**config.mk**
```make
export PLATFORM = sky130hd
export DESIGN_NAME = uart_irq_ident
export DESIGN_NICKNAME = d
export VERILOG_FILES = /design/src/rtl/uart_irq_pkg.sv /design/src/rtl/irq_enable_reg.sv /design/src/rtl/irq_txe_latch.sv /design/src/rtl/irq_prio_encoder.sv /design/src/rtl/uart_irq_ident.sv
export SDC_FILE = /design/constraint.sdc
export NUM_CORES = 1
export LEC_CHECK = 0
export BUFFER_PORTS_ARGS = -buffer_cell sky130_fd_sc_hd__buf_2
export CAP_MARGIN = 20
export CORE_AREA = 2 2 39 41
export CTS_BUF_LIST = sky130_fd_sc_hd__clkbuf_8 sky130_fd_sc_hd__clkbuf_16
export DETAILED_ROUTE_END_ITERATION = 10
export DIE_AREA = 0 0 41 43
export SLEW_MARGIN = 10
export SYNTH_ARGS = -nofsm -noshare
export SYNTH_HDL_FRONTEND = slang
export SYNTH_SLANG_ARGS = --single-unit
```
**constraint.sdc**
```tcl
create_clock -name clk -period 1.7 [get_ports clk]
set_input_delay 0.085 -clock clk [delete_from_list [all_inputs] [get_ports clk]]
set_output_delay 0.085 -clock clk [all_outputs]
set_load 0.02 [all_outputs]
```
**src/rtl/uart_irq_pkg.sv**
```systemverilog
package uart_irq_pkg;
    localparam int EN_BITS = 4;
    localparam int EN_RX   = 0;
    localparam int EN_TX   = 1;
    localparam int EN_LS   = 2;
    localparam int EN_MS   = 3;
    localparam int ID_W    = 3;
    localparam int NSRC    = 5;

    typedef enum logic [ID_W-1:0] {
        ID_LINE  = 3'b011,
        ID_RXAV  = 3'b010,
        ID_RXTMO = 3'b110,
        ID_TXE   = 3'b001,
        ID_MODEM = 3'b000
    } irq_id_e;

    // index 0 is highest priority
    localparam logic [ID_W-1:0] PRIO_CODE [NSRC] = '{ID_LINE, ID_RXAV, ID_RXTMO, ID_TXE, ID_MODEM};

    typedef struct packed {
        logic [EN_BITS-1:0] en;
    } en_state_t;

    typedef struct packed {
        logic held;
    } txe_state_t;

    typedef struct packed {
        logic irq;
    } out_state_t;
endpackage

```
**src/rtl/irq_enable_reg.sv**
```systemverilog
module irq_enable_reg
    import uart_irq_pkg::*;
#(
    parameter int DATA_W = 8
) (
    input  logic              clk,
    input  logic              rst_n,
    input  logic              wr,
    input  logic [DATA_W-1:0] wdata,
    output logic [EN_BITS-1:0] en,
    output logic [DATA_W-1:0] rdata
);
    en_state_t st_d, st_q;

    always_comb begin
        st_d = st_q;
        if (wr) st_d.en = wdata[EN_BITS-1:0];
    end

    always_ff @(posedge clk or negedge rst_n) begin
        if (!rst_n) st_q <= '0;
        else        st_q <= st_d;
    end

    assign en = st_q.en;

    always_comb begin
        rdata = '0;
        rdata[EN_BITS-1:0] = st_q.en;
    end
endmodule

```
**src/rtl/irq_txe_latch.sv**
```systemverilog
module irq_txe_latch
    import uart_irq_pkg::*;
(
    input  logic clk,
    input  logic rst_n,
    input  logic set_evt,
    input  logic hold_wr,
    input  logic ack_rd,
    output logic held
);
    txe_state_t st_d, st_q;

    always_comb begin
        st_d = st_q;
        if (set_evt)               st_d.held = 1'b1;
        else if (hold_wr || ack_rd) st_d.held = 1'b0;
    end

    always_ff @(posedge clk or negedge rst_n) begin
        if (!rst_n) st_q <= '0;
        else        st_q <= st_d;
    end

    assign held = st_q.held;
endmodule

```
**src/rtl/irq_prio_encoder.sv**
```systemverilog
module irq_prio_encoder
    import uart_irq_pkg::*;
(
    input  logic [NSRC-1:0] req,
    output logic [ID_W-1:0] code,
    output logic            valid
);
    always_comb begin
        code  = '0;
        valid = 1'b0;
        for (int i = NSRC - 1; i >= 0; i--) begin
            if (req[i]) begin
                code  = PRIO_CODE[i];
                valid = 1'b1;
            end
        end
    end
endmodule

```
**src/rtl/uart_irq_ident.sv**
```systemverilog
module uart_irq_ident
    import uart_irq_pkg::*;
#(
    parameter int DATA_W = 8
) (
    input  logic              clk,
    input  logic              rst_n,
    input  logic              ier_wr,
    input  logic [DATA_W-1:0] ier_wdata,
    output logic [DATA_W-1:0] ier_rdata,
    input  logic              src_line_err,
    input  logic              src_rx_avail,
    input  logic              src_rx_tmo,
    input  logic              tx_empty_evt,
    input  logic              tx_hold_wr,
    input  logic              src_modem,
    input  logic              fifo_on,
    input  logic              iir_rd,
    output logic [DATA_W-1:0] iir_rdata,
    output logic              irq
);
    logic [EN_BITS-1:0] en;
    logic               txe_held;
    logic [NSRC-1:0]    req;
    logic [ID_W-1:0]    code;
    logic               pend;
    logic               txe_ack;
    out_state_t         st_d, st_q;

    irq_enable_reg #(.DATA_W(DATA_W)) u_en (
        .clk(clk), .rst_n(rst_n), .wr(ier_wr), .wdata(ier_wdata),
        .en(en), .rdata(ier_rdata)
    );

    assign txe_ack = iir_rd && pend && (code == ID_TXE);

    irq_txe_latch u_txe (
        .clk(clk), .rst_n(rst_n), .set_evt(tx_empty_evt),
        .hold_wr(tx_hold_wr), .ack_rd(txe_ack), .held(txe_held)
    );

    // request vector in priority order, index 0 highest
    assign req = {src_modem    & en[EN_MS],
                  txe_held     & en[EN_TX],
                  src_rx_tmo   & en[EN_RX],
                  src_rx_avail & en[EN_RX],
                  src_line_err & en[EN_LS]};

    irq_prio_encoder u_enc (.req(req), .code(code), .valid(pend));

    always_comb begin
        iir_rdata = '0;
        iir_rdata[7:6] = {2{fifo_on}};
        iir_rdata[ID_W:1] = code;
        iir_rdata[0] = ~pend;
    end

    always_comb begin
        st_d = st_q;
        st_d.irq = pend;
    end

    always_ff @(posedge clk or negedge rst_n) begin
        if (!rst_n) st_q <= '0;
        else        st_q <= st_d;
    end

    assign irq = st_q.irq;
endmodule

```
==> results of run 1 <==
==> cells in the final DEF (no fill, tap or decap) <==
| cell | netlist | routed |
|---|---|---|
| nand3_1 | 2 | 2 |
| inv_1 | 1 | 1 |
| buf_2 | 0 | 22 |
| a31o_1 | 1 | 1 |
| a221oi_1 | 1 | 1 |
| mux2_2 | 4 | 4 |
| nand4_1 | 1 | 1 |
| a221o_1 | 1 | 1 |
| dfrtp_1 | 6 | 6 |
| nor2_1 | 1 | 1 |
| o21ai_2 | 1 | 1 |
| clkbuf_8 | 0 | 3 |
| conb_1 | 1 | 6 |
| nand2_1 | 1 | 1 |
| nand2_2 | 2 | 2 |
| dlygate4sd3_1 | 0 | 1 |
==> flip-flops by register name, indices dropped and copies added (netlist names) <==
| register | cells |
|---|---|
| u_txe.held | 1 |
| irq | 1 |
| u_en.en | 4 |
==> cell type report <==
cell class	count	area, µm²	area share, %
repair buffers	23	120	25.3
multi-input cells	21	140	29.5
clock buffers	3	41.3	8.68
flip-flops and latches	6	150	31.6
inverters	1	3.75	0.789
well taps	16	20.0	4.21
==> critical path, stage by stage (launching register included) <==
cell	delay (ps)
dfrtp_1	410
o21ai_2	110
nand2_2	90
a221oi_1	200
buf_2	210
==> kinds of logic (layout without fill, tap and decap cells) <==
logic type             Yosys count  count (layout)  share of synthesized area (%)
buffers and inverters            9              27                           19.0
multiplexers                     4               4                           13.4
flip-flops                       6               6                           44.8
other                            1               6                           1.12
AND/OR/NAND/NOR                  7               7                           10.8
AO/OA/AOI/OAI                    4               4                           10.8
==> worst paths after layout <==
check                           slack, ps  cells after the start         start            to
worst max-delay path                  390                      4    u_en.en[0]  iir_rdata[0]
worst min-delay path                   60                      2  tx_empty_evt    u_txe.held
worst max register to register        730                      3    u_en.en[0]           irq
worst min register to register        550                      1    u_en.en[2]    u_en.en[2]
max in group asynchronous            1340                      2         rst_n    u_en.en[1]
min in group asynchronous             220                      2         rst_n           irq
==> metrics by stage <==
step	hold slack [ps]	instance area, µm²
5_1_grt	78.7	475
2_1_floorplan	-211	354
3_5_place_dp	-81.0	424
3_3_place_gp	-85.1	424
4_1_cts	59.5	475
6_report	60.7	475
==> routing by layer <==
layer / routed length [µm] / track usage [%]
met2: 394 / 14.7
met5: 0 / 0
met3: 90 / 8.38
met1: 263 / 10.2
met4: 0 / 4.67
==> report_power, final <==
group / total, mW / switching (mW) / internal, mW
clock network: 0.213 / 0.0606 / 0.152
logic: 0.118 / 0.0715 / 0.0464
registers: 0.171 / 0.0132 / 0.158
==> cells in the mapped netlist <==
| cell type | number | area, µm² |
|---|---|---|
| buf_4 | 8 | 60.1 |
| dfrtp_1 | 6 | 150 |
| mux2_2 | 4 | 45.0 |
| nand2_2 | 2 | 12.5 |
| nand3_1 | 2 | 10.0 |
| a221o_1 | 1 | 10.0 |
| a221oi_1 | 1 | 8.76 |
| a31o_1 | 1 | 8.76 |
| conb_1 | 1 | 3.75 |
| inv_1 | 1 | 3.75 |
| nand2_1 | 1 | 3.75 |
| nand4_1 | 1 | 6.26 |
| nor2_1 | 1 | 3.75 |
| o21ai_2 | 1 | 8.76 |
==> summary.txt, run 1 <==
Place
  – Setup Slack @ Placement: roughly 610 ps
  – Placer Congestion: roughly 0.65
  – IO Port Bufs: 22
  – Dpl hpwl: 609 µm
  – Placed cell count: 66

Power and ir drop
  – Lkg Pwr: 0.249 nW
  – PwrDens: 1060 nW/µm²
  – Pwr Total: around 0.5 mW
  – Worst vdd ir: 552 µV

Drt
  – Post-DRT Antenna Nets: 0
  – Drt first pass iters: 2
  – Iteration-0 DRC Markers: 1
  – Routed via count: 287
  – WL per Instance: ~11 µm
  – Final wirelength: 748 µm
  – DRC: 0
  – DR vias/cell: 4.10

Die
  – Die span in y: between 40 and 50 µm
  – Die Area: 1760 µm²
  – I/O Pins: 36
  – DIE WIDTH: 41 µm
  – Starting density of the core: approximately a quarter
  – Core region area: 1380 µm²
  – Row cnt: 14

Global route
  – Largest net degree at the start of global routing: 7
  – Via count of the first global-routing pass: 261
  – First-pass GRT wire length: 1130 µm
  – Overflow left after global routing: 0
  – Antenna violations before repair: 0
  – GRT Util Overall: 10.2%

Yosys
  – Syn Std Cell Area: 335 µm²
  – Register area share after synthesis: approximately 45%
  – Cells after Synth: 31
  – Netlist cell types: 14
  – Syn. warnings: 0
  – Syn_area_per_cell: 10.8 µm²
  – Flops & latches, synth: 6

Timing
  – Final setup viols: 0
  – Unrepaired setup endpoints after global routing: false
  – Pins over their slew limit: 0
  – Worst Skew: around 0.43 ps
  – Endpoints failing hold: 0
  – Final Cycle Share: 77.2%
  – Total negative setup slack: 0 ps
  – Tmin final: 1310 ps
  – Peak Freq: 762 MHz
  – Setup WS post-layout: 387 ps

CTS
  – Skew-Pair Late Insertion Delay: 220 ps
  – Clk root buf: clkbuf_8
  – Clock slew at reported path FFs: about 40 ps
  – H-tree levels: 1
  – CTS Hold Buffers Added: 1
  – Inserted Clock Buffers: 3
  – TritonCTS clock tree: done
  – Total setup buffers inserted after CTS: 0
  – Post_cts resized: 0
  – Sink Count: 6
  – CTS max path bufs: 2

Cells and area
  – Area growth syn-to-layout: 41.8%
  – Fin nets: 75
  – Fin cells: 70
  – Diodes inserted: 0
  – Final core occ: 34.4%
  – Layout cells sized above 1: 59.3%
  – Filler cells: 160

Flow run
  – Maxcap violations: 0

Worst hold path
  – Hold crit path type: primary input to flop

Worst setup path
  – Crit end category: output pin
  – CP Data Arrival Time: between 1000 and 1500 ps
  – Startpoint types: flop
  – CP required: 1620 ps
  – Crit Path Class: flop to output pin
  – Critical path fanouts, max: 4

Status
  – Status: finished clean
(Power assumes the default switching activity.)
==> run 2, diff against run 1 <==
Clock period 1.7 ns to 1.2 ns, I/O delays scaled along.
==> run 2 against run 1 <==
Compared with the run above:
- power rose by 46%
- via count rose by 8.7%
- hold slack got worse by 23 ps
- clock skew rose by 3.2 ps
- critical path depth stayed put
- utilization up 2.8 points
- first-iteration DRC count rose by 100%
- combinational power rose by 64%
- die area is the same
- register-to-register slack worse by 540 ps
- global-route usage rose by 0.28 points
- critical endpoint unchanged
- largest cell class is now buffers
==> summary.txt, run 2 (synthesized netlist as in run 1, its figures left out) <==
Status
  – Status: finished clean

Timing
  – Worst Skew: 3.63 ps
  – Hold_ws: 37.4 ps
  – Total negative setup slack: 0 ps
  – Final Cycle Share: 99.5%
  – Peak Freq: 837 MHz
  – Pins over their slew limit: 0
  – Tmin final: between 1000 and 1500 ps
  – Final setup viols: 0
  – Unrepaired setup endpoints after global routing: true
  – Endpoints failing hold: 0

Power and ir drop
  – PwrDens: 1430 nW/µm²
  – Internal power: roughly 0.52 mW
  – Switching Power: 0.210 mW
  – Lkg Pwr: 0.269 nW
  – Clock power frac: between 40% and 50%
  – Comb pwr share: a little over a quarter
  – Flop pwr share: about 33%
  – Sw Ratio: 28.6%
  – Worst vdd ir: ~700 µV
  – Pwr Total: 0.734 mW

Worst setup path
  – CP Depth: 4
  – Worst R2R Start: u_en.en[2]
  – Startpoint types: flop
  – CP Cell Sequence: o21ai_2 -> nand2_2 -> a221oi_2 -> buf_4
  – Crit Path Class: flop to output pin
  – CP Data Arrival Time: 1130 ps
  – Crit end category: output pin
  – CP required: between 1000 and 1500 ps
  – Reg2Reg Setup Slack: 190 ps
  – WP buf/inv: 1
  – R2R depth: 4
  – Critical path fanouts, max: 3
  – Critical path's largest stage delay: 380 ps
  – CP top delay family: flip-flops
  – Worst Setup SP: u_en.en[0]
  – R2r endpoint: u_txe.held
  – CP Capture Point: iir_rdata[0]
  – Critical-path top delay cell: dfrtp_1

Global route
  – Overflow left after global routing: 0
  – Most used routing layer: met2
  – Met1 usage: between 10% and 20%
  – Met3 Use GR: 7.85%
  – Largest net degree at the start of global routing: 7
  – Via count of the first global-routing pass: ~290
  – Met2 usage: 15.0%
  – Antenna violations before repair: 0
  – First-pass GRT wire length: 1190 µm
  – GRT Util Overall: 10.5%

Drt
  – Final wirelength: 756 µm
  – DRC: 0
  – Routed via count: 312
  – Iteration-0 DRC Markers: 2
  – Drt first pass iters: 2
  – DR vias/cell: 4.22
  – WL per Instance: approximately 10 µm
  – Post-DRT Antenna Nets: 0

Cells and area
  – Filler cells: 151
  – Area growth syn-to-layout: 53.4%
  – Fin nets: 79
  – Fin cells: 74
  – Layout cells sized above 1: 63.8%
  – Most frequent cells in the layout: buf_2, conb_1, dfrtp_1
  – Most common cell after layout, fill and taps aside: buf_2
  – Largest register FFs: 4
  – Diodes inserted: 0

Worst hold path
  – Hold_sp: tx_empty_evt
  – Hold crit path type: primary input to flop

CTS
  – TritonCTS clock tree: done
  – Clock slew at reported path FFs: around 40 ps
  – CTS max path bufs: 2
  – Skew-Pair Late Insertion Delay: 220 ps
  – Sink Count: 6
  – H-tree levels: 1
  – Clk root buf: clkbuf_8
  – Inserted Clock Buffers: 3

Die
  – I/O Pins: 36
  – Starting density of the core: 24.2%
  – Core region area: ~1400 µm²
  – Row cnt: 14
  – DIE WIDTH: 41 µm
  – Die Area: 1760 µm²
  – Die span in y: 43 µm

Place
  – IO Port Bufs: 22
  – Placed cell count: 66
  – Placer Congestion: 0.617
  – Dpl hpwl: 586 µm

Flow run
  – Maxcap violations: 0
==> run 2: changes by cell type in the layout (fill, tap and decap cells not counted) <==
cell      change
a221oi_1      -1
buf_2         -1
buf_4         +5
a221oi_2      +1
==> run 2: how the worst min path moves through the flow <==
stage                  to  cells after the start
6_report       u_txe.held                      2
5_1_grt        u_txe.held                      2
4_1_cts        u_txe.held                      2
3_5_place_dp          irq                      1
3_3_place_gp   u_txe.held                      1
2_1_floorplan         irq                      0
==> run 2: what timing repair did <==
item	CTS	global route
hold buffers	1	0
resized for setup	1	0
setup endpoints to repair	1	1
cloned	0	0
setup buffers	2	2
hold endpoints to repair	6	0
pin swaps	2	1
==> run 2: power by group through the flow <==
stage                     logic (mW)  registers [mW]  clock network [mW]
after global routing           0.213           0.246               0.328
after global placement         0.167           0.247                   0
after floorplan                0.105           0.267                   0
final                          0.194           0.243               0.298
after CTS                      0.185           0.244               0.313
after detailed placement       0.169           0.248                   0
==> run 2: layout make-up <==
type / count / area, µm² / area share, %
well taps: 16 / 20.0 / 3.89
flip-flops and latches: 6 / 150 / 29.2
repair buffers: 27 / 153 / 29.7
multi-input cells: 21 / 146 / 28.5
clock buffers: 3 / 41.3 / 8.03
inverters: 1 / 3.75 / 0.730
==> run 2: per-stage QoR <==
stage          utilization (%)  area (µm²)  setup slack [ps]
6_report                  37.2         514              5.64
5_1_grt                   37.2         514             -32.3
4_1_cts                   36.1         499             0.995
3_5_place_dp              31.1         430               188
3_3_place_gp              31.1         430               187
2_1_floorplan                -         360              52.1
==> run 2: routing by layer <==
metal / routed length (µm) / part of all wire (%) / vias up
met5: 0 / 0 / -
met4: 0 / 0 / 0
met1: 261 / 35 / 143
met3: 107 / 14 / 0
met2: 387 / 51 / 18
li1: - / - / 151
==> run 3, diff against run 2 <==
Settings changed: RECOVER_POWER set to 25.
==> run 3 against run 2 <==
Compared with the run above:
- critical path depth is the same
- count of clock-buffer cells in the layout is the same
- routed wire length down 0.40%
- hold slack stayed put
- highest routed layer unchanged
- utilization decreased by 0.090 points
- largest cell class unchanged
==> summary.txt, run 3 (synthesized netlist as in run 1, its figures left out) <==
Global route
  – Antenna violations before repair: 0
  – Overflow left after global routing: 0
  – Largest net degree at the start of global routing: 7
  – GRT Util Overall: 10.5%
  – Via count of the first global-routing pass: 292
  – First-pass GRT wire length: ~1200 µm

Die
  – Core region area: 1380 µm²
  – Die Area: ~1800 µm²
  – Row cnt: 14
  – DIE WIDTH: just over 40 µm
  – Die span in y: 43 µm
  – Starting density of the core: approximately a quarter
  – I/O Pins: 36

Place
  – Placer Congestion: 0.617
  – Placed Area: roughly 430 µm²
  – Dpl hpwl: roughly 590 µm
  – IO Port Bufs: 22

Worst setup path
  – WP buf/inv: 1
  – Startpoint types: flop
  – Critical path fanouts, max: 3
  – Crit Path Class: flop to output pin
  – Crit end category: output pin
  – Critical path's largest stage delay: between 300 and 400 ps
  – CP top delay family: flip-flops
  – CP required: approximately 1100 ps
  – CP Data Arrival Time: 1130 ps
  – CP Cell Sequence: o21ai_2 -> nand2_2 -> a221oi_2 -> buf_4
  – Critical-path top delay cell: dfrtp_1

Cells and area
  – Fin nets: 79
  – Most frequent cells in the layout: buf_2, conb_1, dfrtp_1
  – Diodes inserted: 0
  – Most common cell after layout, fill and taps aside: buf_2
  – Final instance area: 513 µm²
  – Area growth syn-to-layout: 53.0%
  – Largest register FFs: 4
  – Filler cells: 152
  – Layout cells sized above 1: 62.1%

Flow run
  – Maxcap violations: 0

Timing
  – Unrepaired setup endpoints after global routing: true
  – Worst Skew: 3.63 ps
  – Final Cycle Share: 99.5%
  – Hold_ws: 37.4 ps
  – Peak Freq: 837 MHz
  – Tmin final: ~1200 ps
  – Pins over their slew limit: 0
  – Final setup viols: 0
  – Endpoints failing hold: 0

CTS
  – Clock slew at reported path FFs: 40 ps
  – Clk root buf: clkbuf_8
  – Skew-Pair Late Insertion Delay: ~220 ps
  – H-tree levels: 1
  – TritonCTS clock tree: done
  – Sink Count: 6
  – Inserted Clock Buffers: 3
  – CTS max path bufs: 2

Power and ir drop
  – PwrDens: between 1000 and 1500 nW/µm²
  – Worst vdd ir: 689 µV
  – Pwr Total: 0.734 mW
  – Lkg Pwr: about 0.27 nW

Drt
  – Final wirelength: between 700 and 800 µm
  – DRC: 0
  – Iteration-0 DRC Markers: 2
  – DR vias/cell: 4.22
  – Routed via count: 312
  – Drt first pass iters: 2
  – WL per Instance: 10.2 µm
  – Post-DRT Antenna Nets: 0

Status
  – Status: finished clean

Worst hold path
  – Hold crit path type: primary input to flop
-- run 3: area by class of cell --
class / count / area [µm²] / area share (%)
sequential: 6 / 150 / 29.3
multi-input combinational: 21 / 146 / 28.5
tap: 16 / 20.0 / 3.90
inverter: 1 / 3.75 / 0.732
timing repair buffer: 27 / 151 / 29.5
clock buffer: 3 / 41.3 / 8.05
-- run 3: per-stage QoR --
stage | util, % | setup slack, ps | setup TNS [ps] | instances
detailed placement | 31.1 | 188 | 0 | 66
floorplan | - | 52.1 | 0 | 36
global placement | 31.1 | 187 | 0 | 66
global route | 37.1 | -32.3 | -32.3 | 74
CTS | 36.1 | 0.995 | 0 | 72
finish | 37.1 | 5.64 | 0 | 74
-- run 3: per-layer routing --
layer,GRT usage (%),wire [µm],up-vias
met5,0,0,-
met4,4.67,0,0
met3,7.85,107,0
met2,15.0,387,18
met1,11.1,258,143
li1,-,-,151
-- run 3: final timing paths --
check / startpoint / to / slack (ps) / cells past startpoint
setup / recovery: u_en.en[0] / iir_rdata[0] / 6 / 4
hold / removal: tx_empty_evt / u_txe.held / 40 / 2
setup reg to reg: u_en.en[2] / u_txe.held / 190 / 4
hold reg to reg: u_en.en[3] / irq / 580 / 1
max in group asynchronous: rst_n / u_en.en[3] / 710 / 2
min in group asynchronous: rst_n / irq / 240 / 2
-- run 3: report_power, final --
group	total [mW]	internal (mW)	leakage [nW]	switching (mW)
Sequential	0.243	0.224	0.0679	0.0190
Clock	0.298	0.215	0.0216	0.0825
Combinational	0.193	0.0851	0.177	0.108
Total	0.734	0.524	0.267	0.210
-- run 3: repair_timing --
item,4_1_cts,5_1_grt
gates resized for setup,1,0
setup endpoints to repair,1,1
setup buffers,2,2
pin swaps,2,1
hold buffers,1,0
endpoints found under the hold margin,6,0
